$ cat config.mk
export PLATFORM = sky130hd
export DESIGN_NAME = nand_bus_bridge
export DESIGN_NICKNAME = d
export VERILOG_FILES = /design/src/rtl/nbb_pkg.sv /design/src/rtl/nbb_decode.sv /design/src/rtl/nbb_regs.sv /design/src/rtl/nbb_seq.sv /design/src/rtl/nand_bus_bridge.sv
export SDC_FILE = /design/constraint.sdc
export NUM_CORES = 1
export LEC_CHECK = 0
export ABC_AREA = 1
export CORE_MARGIN = 10
export CORE_UTILIZATION = 53
export CTS_CLUSTER_SIZE = 16
export DETAILED_ROUTE_END_ITERATION = 8
export PLACE_DENSITY = 0.84
export SYNTH_ARGS = -nofsm -noshare
export SYNTH_HDL_FRONTEND = slang
export SYNTH_SLANG_ARGS = --single-unit
$ cat constraint.sdc
create_clock -name clk -period 5.1 [get_ports clk]
set_input_delay 1.02 -clock clk [delete_from_list [all_inputs] [get_ports clk]]
set_output_delay 1.02 -clock clk [all_outputs]
set_load 0.03 [all_outputs]
$ cat src/rtl/nbb_pkg.sv
package nbb_pkg;

  localparam int TCNT_W = 4;

  typedef enum logic [2:0] {
    ST_IDLE,
    ST_SETUP,
    ST_STROBE,
    ST_HOLD,
    ST_ACK
  } seq_state_e;

  typedef enum logic [1:0] {
    CYC_DATA,
    CYC_ADDR,
    CYC_CMD
  } cyc_kind_e;

  typedef struct packed {
    logic [TCNT_W-1:0] hold;
    logic [TCNT_W-1:0] pulse;
    logic [TCNT_W-1:0] setup;
  } nbb_timing_t;

  localparam int TIMING_W = $bits(nbb_timing_t);

endpackage

$ cat src/rtl/nbb_decode.sv
module nbb_decode
  import nbb_pkg::*;
#(
  parameter int ADDR_W = 16,
  parameter int N_CS   = 4,
  parameter int CS_LSB = 13,
  parameter int CS_W   = 2
) (
  input  logic [ADDR_W-1:0] haddr,
  input  logic [N_CS-1:0]   cs_en,
  input  logic [ADDR_W-2:0] die_mask,
  output logic              is_reg,
  output logic [1:0]        reg_idx,
  output logic [CS_W-1:0]   cs_idx,
  output logic              cs_ok,
  output cyc_kind_e         kind,
  output logic              die_hit
);

  logic [N_CS-1:0] cs_hit;

  assign is_reg  = haddr[ADDR_W-1];
  assign reg_idx = haddr[3:2];
  assign cs_idx  = haddr[CS_LSB +: CS_W];

  for (genvar g = 0; g < N_CS; g++) begin : g_cs
    assign cs_hit[g] = (cs_idx == CS_W'(g)) && cs_en[g];
  end

  assign cs_ok   = |cs_hit;
  assign die_hit = |(haddr[ADDR_W-2:0] & die_mask);

  always_comb begin
    if (haddr[4])      kind = CYC_CMD;
    else if (haddr[3]) kind = CYC_ADDR;
    else               kind = CYC_DATA;
  end

endmodule

$ cat src/rtl/nbb_regs.sv
module nbb_regs
  import nbb_pkg::*;
#(
  parameter int N_CS  = 4,
  parameter int REG_W = 15
) (
  input  logic             clk,
  input  logic             rst_n,
  input  logic             wr_en,
  input  logic             rd_en,
  input  logic [1:0]       idx,
  input  logic [REG_W-1:0] wdata,
  input  logic             nand_wait,
  output logic [N_CS-1:0]  cs_en,
  output nbb_timing_t      timing,
  output logic [REG_W-1:0] die_mask,
  output logic [31:0]      rdata,
  output logic             ready
);

  localparam logic [1:0] IDX_CTRL   = 2'd0;
  localparam logic [1:0] IDX_STATUS = 2'd1;
  localparam logic [1:0] IDX_TIMING = 2'd2;
  localparam logic [1:0] IDX_MASK   = 2'd3;

  logic [N_CS-1:0]  cs_en_d;
  nbb_timing_t      timing_d;
  logic [REG_W-1:0] die_mask_d;
  logic [31:0]      rdata_d;
  logic             wait_meta_q;
  logic             ready_q;

  always_comb begin
    cs_en_d    = cs_en;
    timing_d   = timing;
    die_mask_d = die_mask;
    rdata_d    = rdata;
    if (wr_en) begin
      case (idx)
        IDX_CTRL:   cs_en_d    = wdata[N_CS-1:0];
        IDX_TIMING: timing_d   = nbb_timing_t'(wdata[TIMING_W-1:0]);
        IDX_MASK:   die_mask_d = wdata;
        default:    ;
      endcase
    end
    if (rd_en) begin
      case (idx)
        IDX_CTRL:   rdata_d = 32'(cs_en);
        IDX_STATUS: rdata_d = 32'(ready_q);
        IDX_TIMING: rdata_d = 32'(timing);
        default:    rdata_d = 32'(die_mask);
      endcase
    end
  end

  always_ff @(posedge clk or negedge rst_n) begin
    if (!rst_n) begin
      cs_en    <= '0;
      timing   <= '0;
      die_mask <= '0;
      rdata    <= '0;
    end else begin
      cs_en    <= cs_en_d;
      timing   <= timing_d;
      die_mask <= die_mask_d;
      rdata    <= rdata_d;
    end
  end

  always_ff @(posedge clk or negedge rst_n) begin
    if (!rst_n) begin
      wait_meta_q <= 1'b0;
      ready_q     <= 1'b0;
    end else begin
      wait_meta_q <= nand_wait;
      ready_q     <= wait_meta_q;
    end
  end

  assign ready = ready_q;

  // configuration only moves on a register write
  a_r11_ctrl_hold: assert property (@(posedge clk) disable iff (!rst_n)
    !wr_en |=> $stable(cs_en) && $stable(timing) && $stable(die_mask));

  // the status bit lags the wait pin by exactly two edges
  a_r8_ready_lag: assert property (@(posedge clk) disable iff (!rst_n)
    ($past(nand_wait) == nand_wait) && $past(wait_meta_q) == $past(nand_wait)
      |=> ready == $past(nand_wait));

endmodule

$ cat src/rtl/nbb_seq.sv
module nbb_seq
  import nbb_pkg::*;
#(
  parameter int DW   = 8,
  parameter int N_CS = 4,
  parameter int CS_W = 2
) (
  input  logic            clk,
  input  logic            rst_n,
  input  logic            req,
  input  logic            we,
  input  logic            is_reg,
  input  logic            cs_ok,
  input  logic [CS_W-1:0] cs_idx,
  input  cyc_kind_e       kind,
  input  logic            die_hit,
  input  logic [31:0]     wdata,
  input  nbb_timing_t     timing,
  input  logic [DW-1:0]   dq_in,
  output logic            accept,
  output logic            ack,
  output logic [31:0]     rdata,
  output logic [N_CS-1:0] ce_n,
  output logic            die_sel,
  output logic            cle,
  output logic            ale,
  output logic            we_n,
  output logic            re_n,
  output logic [DW-1:0]   dq_out,
  output logic            dq_oe
);

  localparam int BEATS  = 32 / DW;
  localparam int BEAT_W = (BEATS > 1) ? $clog2(BEATS) : 1;
  localparam logic [BEAT_W-1:0] LAST_BEAT = BEAT_W'(BEATS - 1);
  localparam logic [TCNT_W-1:0] ONE       = TCNT_W'(1);

  function automatic logic [TCNT_W-1:0] floor_one(input logic [TCNT_W-1:0] v);
    return (v == '0) ? ONE : v;
  endfunction

  seq_state_e        state_q, state_d;
  logic [TCNT_W-1:0] cnt_q, cnt_d;
  logic [BEAT_W-1:0] beat_q, beat_d;
  logic [TCNT_W-1:0] len_setup, len_pulse, len_hold;
  logic              capture;
  logic              active;

  logic              wr_q;
  cyc_kind_e         kind_q;
  logic [CS_W-1:0]   cs_q;
  logic              die_q;
  logic [31:0]       wdata_q;

  assign len_setup = floor_one(timing.setup);
  assign len_pulse = floor_one(timing.pulse);
  assign len_hold  = floor_one(timing.hold);

  // next-state
  always_comb begin
    state_d = state_q;
    cnt_d   = cnt_q;
    beat_d  = beat_q;
    accept  = 1'b0;
    capture = 1'b0;
    case (state_q)
      ST_IDLE: begin
        if (req) begin
          accept  = 1'b1;
          cnt_d   = ONE;
          beat_d  = '0;
          state_d = (!is_reg && cs_ok) ? ST_SETUP : ST_ACK;
        end
      end
      ST_SETUP: begin
        if (cnt_q == len_setup) begin
          state_d = ST_STROBE;
          cnt_d   = ONE;
        end else begin
          cnt_d = cnt_q + ONE;
        end
      end
      ST_STROBE: begin
        if (cnt_q == len_pulse) begin
          state_d = ST_HOLD;
          cnt_d   = ONE;
          capture = !wr_q;
        end else begin
          cnt_d = cnt_q + ONE;
        end
      end
      ST_HOLD: begin
        if (cnt_q == len_hold) begin
          cnt_d = ONE;
          if (beat_q == LAST_BEAT) begin
            state_d = ST_ACK;
          end else begin
            beat_d  = beat_q + BEAT_W'(1);
            state_d = ST_SETUP;
          end
        end else begin
          cnt_d = cnt_q + ONE;
        end
      end
      ST_ACK:  state_d = ST_IDLE;
      default: state_d = ST_IDLE;
    endcase
  end

  // state registers
  always_ff @(posedge clk or negedge rst_n) begin
    if (!rst_n) begin
      state_q <= ST_IDLE;
      cnt_q   <= ONE;
      beat_q  <= '0;
    end else begin
      state_q <= state_d;
      cnt_q   <= cnt_d;
      beat_q  <= beat_d;
    end
  end

  // access context, enabled on accept
  always_ff @(posedge clk or negedge rst_n) begin
    if (!rst_n) begin
      wr_q    <= 1'b0;
      kind_q  <= CYC_DATA;
      cs_q    <= '0;
      die_q   <= 1'b0;
      wdata_q <= '0;
    end else if (accept) begin
      wr_q    <= we;
      kind_q  <= kind;
      cs_q    <= cs_idx;
      die_q   <= die_hit;
      wdata_q <= wdata;
    end
  end

  // one capture register per read lane
  for (genvar g = 0; g < BEATS; g++) begin : g_lane
    logic [DW-1:0] lane_q;
    always_ff @(posedge clk or negedge rst_n) begin
      if (!rst_n) begin
        lane_q <= '0;
      end else if (accept) begin
        lane_q <= '0;
      end else if (capture && beat_q == BEAT_W'(g)) begin
        lane_q <= dq_in;
      end
    end
    assign rdata[g*DW +: DW] = lane_q;
  end

  // pin outputs from registered state
  assign active  = (state_q == ST_SETUP) || (state_q == ST_STROBE) || (state_q == ST_HOLD);
  assign ack     = (state_q == ST_ACK);
  assign cle     = active && (kind_q == CYC_CMD);
  assign ale     = active && (kind_q == CYC_ADDR);
  assign die_sel = active && die_q;
  assign we_n    = !((state_q == ST_STROBE) && wr_q);
  assign re_n    = !((state_q == ST_STROBE) && !wr_q);
  assign dq_oe   = active && wr_q;
  assign dq_out  = wdata_q[beat_q*DW +: DW];

  always_comb begin
    ce_n = '1;
    if (active) ce_n[cs_q] = 1'b0;
  end

  a_r10_strobes_exclusive: assert property (@(posedge clk) disable iff (!rst_n)
    !(!we_n && !re_n));

  a_r2_cle_ale_exclusive: assert property (@(posedge clk) disable iff (!rst_n)
    !(cle && ale));

  a_r6_single_enable: assert property (@(posedge clk) disable iff (!rst_n)
    $onehot0(~ce_n));

  a_r6_strobe_under_enable: assert property (@(posedge clk) disable iff (!rst_n)
    (!we_n || !re_n) |-> (ce_n != '1));

  a_r10_ack_pulse: assert property (@(posedge clk) disable iff (!rst_n)
    ack |=> !ack);

  a_r4_data_held: assert property (@(posedge clk) disable iff (!rst_n)
    (!we_n && $past(!we_n)) |-> $stable(dq_out));

  a_r5_bus_released: assert property (@(posedge clk) disable iff (!rst_n)
    !re_n |-> !dq_oe);

endmodule

$ cat src/rtl/nand_bus_bridge.sv
module nand_bus_bridge
  import nbb_pkg::*;
#(
  parameter int ADDR_W = 16,
  parameter int DW     = 8,
  parameter int N_CS   = 4,
  parameter int CS_LSB = 13
) (
  input  logic              clk,
  input  logic              rst_n,
  input  logic              host_req,
  input  logic              host_we,
  input  logic [ADDR_W-1:0] host_addr,
  input  logic [31:0]       host_wdata,
  output logic [31:0]       host_rdata,
  output logic              host_ack,
  output logic [N_CS-1:0]   nand_ce_n,
  output logic              nand_die_sel,
  output logic              nand_cle,
  output logic              nand_ale,
  output logic              nand_we_n,
  output logic              nand_re_n,
  output logic [DW-1:0]     nand_dq_out,
  output logic              nand_dq_oe,
  input  logic [DW-1:0]     nand_dq_in,
  input  logic              nand_wait
);

  localparam int CS_W  = (N_CS > 1) ? $clog2(N_CS) : 1;
  localparam int REG_W = ADDR_W - 1;

  logic        rst_meta_q, rst_core_n;
  logic        is_reg, cs_ok, die_hit, accept, rsel_q, ready;
  logic [1:0]  reg_idx;
  logic [CS_W-1:0] cs_idx;
  cyc_kind_e   kind;
  logic [N_CS-1:0]  cs_en;
  logic [REG_W-1:0] die_mask;
  nbb_timing_t timing;
  logic [31:0] reg_rdata, seq_rdata;

  // reset asserts at once, releases on a clock edge
  always_ff @(posedge clk or negedge rst_n) begin
    if (!rst_n) begin
      rst_meta_q <= 1'b0;
      rst_core_n <= 1'b0;
    end else begin
      rst_meta_q <= 1'b1;
      rst_core_n <= rst_meta_q;
    end
  end

  nbb_decode #(
    .ADDR_W(ADDR_W), .N_CS(N_CS), .CS_LSB(CS_LSB), .CS_W(CS_W)
  ) i_decode (
    .haddr(host_addr), .cs_en(cs_en), .die_mask(die_mask),
    .is_reg(is_reg), .reg_idx(reg_idx), .cs_idx(cs_idx), .cs_ok(cs_ok),
    .kind(kind), .die_hit(die_hit)
  );

  nbb_regs #(
    .N_CS(N_CS), .REG_W(REG_W)
  ) i_regs (
    .clk(clk), .rst_n(rst_core_n),
    .wr_en(accept && is_reg && host_we),
    .rd_en(accept && is_reg && !host_we),
    .idx(reg_idx), .wdata(host_wdata[REG_W-1:0]), .nand_wait(nand_wait),
    .cs_en(cs_en), .timing(timing), .die_mask(die_mask),
    .rdata(reg_rdata), .ready(ready)
  );

  nbb_seq #(
    .DW(DW), .N_CS(N_CS), .CS_W(CS_W)
  ) i_seq (
    .clk(clk), .rst_n(rst_core_n),
    .req(host_req), .we(host_we), .is_reg(is_reg), .cs_ok(cs_ok),
    .cs_idx(cs_idx), .kind(kind), .die_hit(die_hit), .wdata(host_wdata),
    .timing(timing), .dq_in(nand_dq_in),
    .accept(accept), .ack(host_ack), .rdata(seq_rdata),
    .ce_n(nand_ce_n), .die_sel(nand_die_sel), .cle(nand_cle), .ale(nand_ale),
    .we_n(nand_we_n), .re_n(nand_re_n), .dq_out(nand_dq_out), .dq_oe(nand_dq_oe)
  );

  always_ff @(posedge clk or negedge rst_core_n) begin
    if (!rst_core_n)  rsel_q <= 1'b0;
    else if (accept)  rsel_q <= is_reg;
  end

  assign host_rdata = rsel_q ? reg_rdata : seq_rdata;

  // a register access never drives a strobe
  a_r10_reg_no_strobe: assert property (@(posedge clk) disable iff (!rst_core_n)
    (accept && is_reg) |=> nand_we_n && nand_re_n && host_ack);

  // status bit is defined after reset
  a_r8_ready_known: assert property (@(posedge clk) disable iff (!rst_core_n)
    !$isunknown(ready));

endmodule

Word-level counts from Yosys, hierarchy flattened
Cells that the tools add are included.

Bits in registers: 147. Input bits: 61. Output and inout port bits: 51. Logic and storage cells: 138.

Add/subtract/negate cells: 2. $lt $le $gt $ge: 2. Equality and inequality tests: 23. Shifts and indexed selects: 1. Mux-type cells: 38. Bitwise operators: 2. Reductions and logical operators: 47.

Operator list (count): two-way mux 8 bit (8); case mux 15 bit (3 select lines) (1); two-way mux 32 bit (1); two-way mux 4 bit (8); indexed part select 32 x 6 -> 8 bit (1); logical AND 1 bit (19); two-way mux 3 bit (6); case mux 4 bit (4 select lines) (1); bitwise AND 15 bit (1); OR reduction 15 bit (1); == test 2 bit, second input constant (7); == test 4 bit (3); logical NOT 4 bit (3); case mux 3 bit (4 select lines) (1); nonzero test 2 bit (5); == test 2 x 1 -> 1 bit, second input constant (4); two-way mux 2 bit (4); AND reduction 2 bit (4); AND reduction 4 bit (2); == test 3 x 2 -> 1 bit, second input constant (2); logical NOT 2 bit (3); two-way mux 1 bit (6); inequality test 2 x 1 -> 1 bit, second input constant (3); logical NOT 1 bit (5); 14 further kinds (16).

Longest topological paths before layout
Word-level depth: 8. Mapped depth: 13. Mapped depth without buffers: 12.

Cells and area by module
Synthesis repeated with hierarchy kept, for this count alone.

Cell total of the unflattened synthesis: 893. Area total of the unflattened synthesis: 6776.5 um^2.

Modules (own cells, without submodules): nbb_seq (times used 1, cells each 494, area an instance 3832.4 um^2, seq. area each 1978.1 um^2); nbb_regs (times used 1, cells each 235, area an instance 2157.1 um^2, seq. area each 1201.2 um^2); nand_bus_bridge (times used 1, cells each 115, area an instance 569.3 um^2, seq. area each 75.1 um^2); nbb_decode (times used 1, cells each 49, area an instance 217.7 um^2, seq. area each 0.0 um^2).

Worst setup path before layout
OpenSTA, ideal clock, no wires.

Kind: register to output. From: register i_seq.beat_q[0]. To: output port nand_dq_out[0]. Data arrival time: 1.596 ns. Data required time: 4.080 ns. Slack: 2.484 ns. Stages on the path, launching flop included: 6. Buffers on the path: 2. Path through: dfrtp_1 clkbuf_1 inv_1 buf_1 o21ai_0 o22ai_1.

Cells in the longest elaborated chain, start to end: 1.

Ends and longest elaborated chain: start: declaration (line nbb_seq.sv:44) `logic [BEAT_W-1:0] beat_q, beat_d;`; start signal: assignment (line nbb_seq.sv:119) `beat_q <= beat_d;`; indexed part select 32 x 6 -> 8 bit (line nbb_seq.sv:164) `assign dq_out = wdata_q[beat_q*DW +: DW];`; end: declaration (line nand_bus_bridge.sv:23) `output logic [DW-1:0] nand_dq_out,`.

Every way passes these cells.

Worst setup path after layout
From: register rsel_q. To: output port host_rdata[1].

Cells in the longest elaborated chain, start to end: 1.

Ends and longest elaborated chain: start: declaration (line nand_bus_bridge.sv:33) `logic is_reg, cs_ok, die_hit, accept, rsel_q, ready;`; start signal: assignment (line nand_bus_bridge.sv:86) `else if (accept) rsel_q <= is_reg;`; two-way mux 32 bit (line nand_bus_bridge.sv:89) `assign host_rdata = rsel_q ? reg_rdata : seq_rdata;`; end: declaration (line nand_bus_bridge.sv:15) `output logic [31:0] host_rdata,`.

Every way passes these cells.

==> flow_metrics.env <==
export IMPL_synth_edff_count=0
export IMPL_synth_most_common_cell="nand2_1"
export IMPL_numPortBuffers=111
export IMPL_hp_class="register to register"
export IMPL_crit_arrival_ps=2720
export IMPL_die_w_um=130
export IMPL_layout_drive_gt1_share_pct=7.22
export IMPL_ctsHoldBuffers=0
export IMPL_cts_max_level=4
export IMPL_antenna_found_initial=0
export IMPL_timing_rr_end="i_regs.die_mask[6]"
export IMPL_cellLeakagePower_nw=3.92
export IMPL_fin_cells=1057
export IMPL_hp_start="rst_meta_q"
export IMPL_period_minus_slack_ps=3740
export IMPL_power_mw=5.42
export IMPL_synth_area_um2=6370
export IMPL_grt_max_degree=83
export IMPL_fin_util_pct=70.0
export IMPL_skew_ps=9.65
export IMPL_setup_slack_ps=1360
export IMPL_io_pins=112
export IMPL_numCtsBuffers=17
export IMPL_coreArea_um2=11600
export IMPL_max_stage_delay_ps=740
export IMPL_max_cap_violations=0
export IMPL_fin_area_um2=8130
export IMPL_placed_cell_area_um2=7490
export IMPL_path_max_fanout=29
export IMPL_synthAdderAreaFrac_pct=0.982
export IMPL_hold_ws_ps=342
export IMPL_fin_nets=967
export IMPL_syn_inst=805
export IMPL_syn_to_final_growth_pct=27.6
export IMPL_clock_sinks=130
export IMPL_clock_path_buffers=2
export IMPL_yosysUniqueCellTypes=39
export IMPL_viasPerCell=5.40
export IMPL_path_cells="inv_1, o21ai_0, clkdlybuf4s50_1"
export IMPL_synth_largest_area_cell="dfrtp_1"
export IMPL_n_antenna_cell=0
export IMPL_route_detailed_drc=0
export IMPL_rr_worst_depth=8
export IMPL_hold_viol=0
export IMPL_cts_root_buf="clkbuf_16"
export IMPL_setup_viol=0
export IMPL_muxShareOfSynthArea_pct=0
export IMPL_final_max_slew_violation_count=0
export IMPL_ys_async_sr_fraction_pct=100
export IMPL_rows=39
export IMPL_slew_headroom_pct=28.9
export IMPL_synth_area_leaders="dfrtp_1 (51%), nand2_1 (14%), o21ai_0 (7.5%)"
export IMPL_synth_fp_nets=871
export IMPL_dp_hpwl_um=12600
export IMPL_seq_area_frac_synth_pct=51.1
export IMPL_worstMarginPinSlew_ps=1070
export IMPL_cp_start_kind="register"
export IMPL_drt_iter0_drc=685
export IMPL_netlist_area_leader_share_pct=50.7
export IMPL_final_antenna_net_count=0
export IMPL_period_share_pct=73.3
export IMPL_cp_startpoint="rsel_q"
export IMPL_critPathSlowestCell="dfrtp_1"
export IMPL_pre_cts_slack_ps=1780
export IMPL_outcome="finished, final reports clean"
export IMPL_grt_pass1_vias=5576
export IMPL_rrSetupSlack_ps=2660
export IMPL_timing_rr_start="i_seq.state_q[0]"
export IMPL_crit_required_ps=4080
export IMPL_setup_tns_ps=0
export IMPL_die_area_um2=16800
export IMPL_start_util_pct=54.8
export IMPL_critical_path_cell_count=3
export IMPL_rsz0062_at_grt="false"
export IMPL_synth_flop_cell="dfrtp_1"
export IMPL_path_delay_family="buffers and inverters"
export IMPL_synth_common_cells="nand2_1 (235), dfrtp_1 (129), inv_1 (97), o21ai_0 (96), nor2_1 (60)"
export IMPL_crit_type="register to output pin"
export IMPL_clk_pin_slew_ps=60
export IMPL_synthXorXnorAreaFrac_pct=1.49
export IMPL_critPathCapture="host_rdata[1]"
export IMPL_vias=5709
export IMPL_grt_ovfl_total=0
export IMPL_worstSetupEndpointType="output pin"
export IMPL_yosysWarnings=0
export IMPL_worst_path_buf_inv=2
export IMPL_die_h_um=130
export IMPL_fmax_mhz=267
export IMPL_dpl_cell_count=1025
export IMPL_ctsResizeCount=0
export IMPL_ys_ff_latch=130
export IMPL_grt_pass1_wl_um=28300
export IMPL_gp_congestion=0.929
export IMPL_postCtsSetupBuffers=0
export IMPL_yosys_area_share_simple_pct=23.3
export IMPL_drt_pass1_iter_count=5
export IMPL_synth_compound_area_share_pct=14.1
export IMPL_powerDensity_nw_per_um2=667
export IMPL_vdd_drop_max_uv=427
export IMPL_clk_latency_ps=420
export IMPL_postSynthAreaPerCell_um2=7.91
export IMPL_routedWlPerCell_um=16.6
export IMPL_grt_use_total_pct=21.2
export IMPL_cts_tree="done"
export IMPL_drt_total_wl_um=17600
export IMPL_synth_top_family_by_area="simple AND/OR/NAND/NOR gates"
## power by group
part	leakage (nW)	total, mW	switching, mW	internal (mW)
clock	0.303	1.31	0.460	0.846
sequential	1.67	1.84	0.376	1.47
combinational	1.94	2.28	1.43	0.843
total	3.92	5.42	2.27	3.15
## how the worst min path moves through the flow
stage / depth (start not counted) / end / slack (ps)
after floorplan: 0 / i_regs.ready / 330
after global placement: 0 / i_regs.ready / 330
after detailed placement: 0 / rst_core_n / 340
after CTS: 0 / rst_core_n / 350
after global routing: 0 / rst_core_n / 360
final: 0 / rst_core_n / 340
## state kept, by name (all words and copies together) (netlist names), 2 cells and up
name	count
i_seq.cnt_q	4
i_seq.kind_q	2
i_seq.beat_q	2
i_seq.g_lane.lane_q	32
i_regs.timing	12
i_regs.die_mask	15
i_regs.rdata	15
i_seq.wdata_q	32
i_seq.cs_q	2
i_seq.state_q	3
i_regs.cs_en	4
## layout by cell type (no fill, tap or decap), drive strengths merged, types with 2 or more instances in the layout
cell,n
clkinv,3
o21ai,142
xor2,5
xnor2,5
o22ai,8
bufinv,4
buf,3
ha,5
nor2,64
nand4,2
nand3,44
dfrtp,129
a21oi,9
clkdlybuf4s50,111
nand2,240
clkbuf,20
clkinvlp,3
nor3,5
inv,102
## per-layer routing
| layer | wire length, µm | vias up | global-route usage, % | part of all wire (%) |
|---|---|---|---|---|
| met5 | 0 | - | 0 | 0 |
| met4 | 521 | 0 | 9.92 | 3.0 |
| met3 | 1330 | 37 | 4.77 | 7.6 |
| met2 | 8420 | 256 | 33.6 | 48 |
| met1 | 7310 | 2677 | 27.3 | 42 |
| li1 | - | 2739 | - | - |
## area by class of cell
cell class,count,area (µm²)
clock inverters,12,179
inverters,100,375
multi-input cells,538,2550
repair buffers,114,1130
flip-flops and latches,130,3260
well taps,143,179
fillers,880,3480
clock buffers,20,457
## cells by family (layout without fill, tap and decap cells)
| family | Yosys count | count (layout) |
|---|---|---|
| AOI/OAI and AO/OA | 164 | 164 |
| xor gates and xnor gates | 10 | 10 |
| adders and majority gates | 5 | 5 |
| buffers and inverters | 137 | 246 |
| DFF | 130 | 130 |
| other | 1 | 1 |
| and+or+nand+nor | 358 | 358 |
No activity file was read; power rests on OpenSTA's default activity.
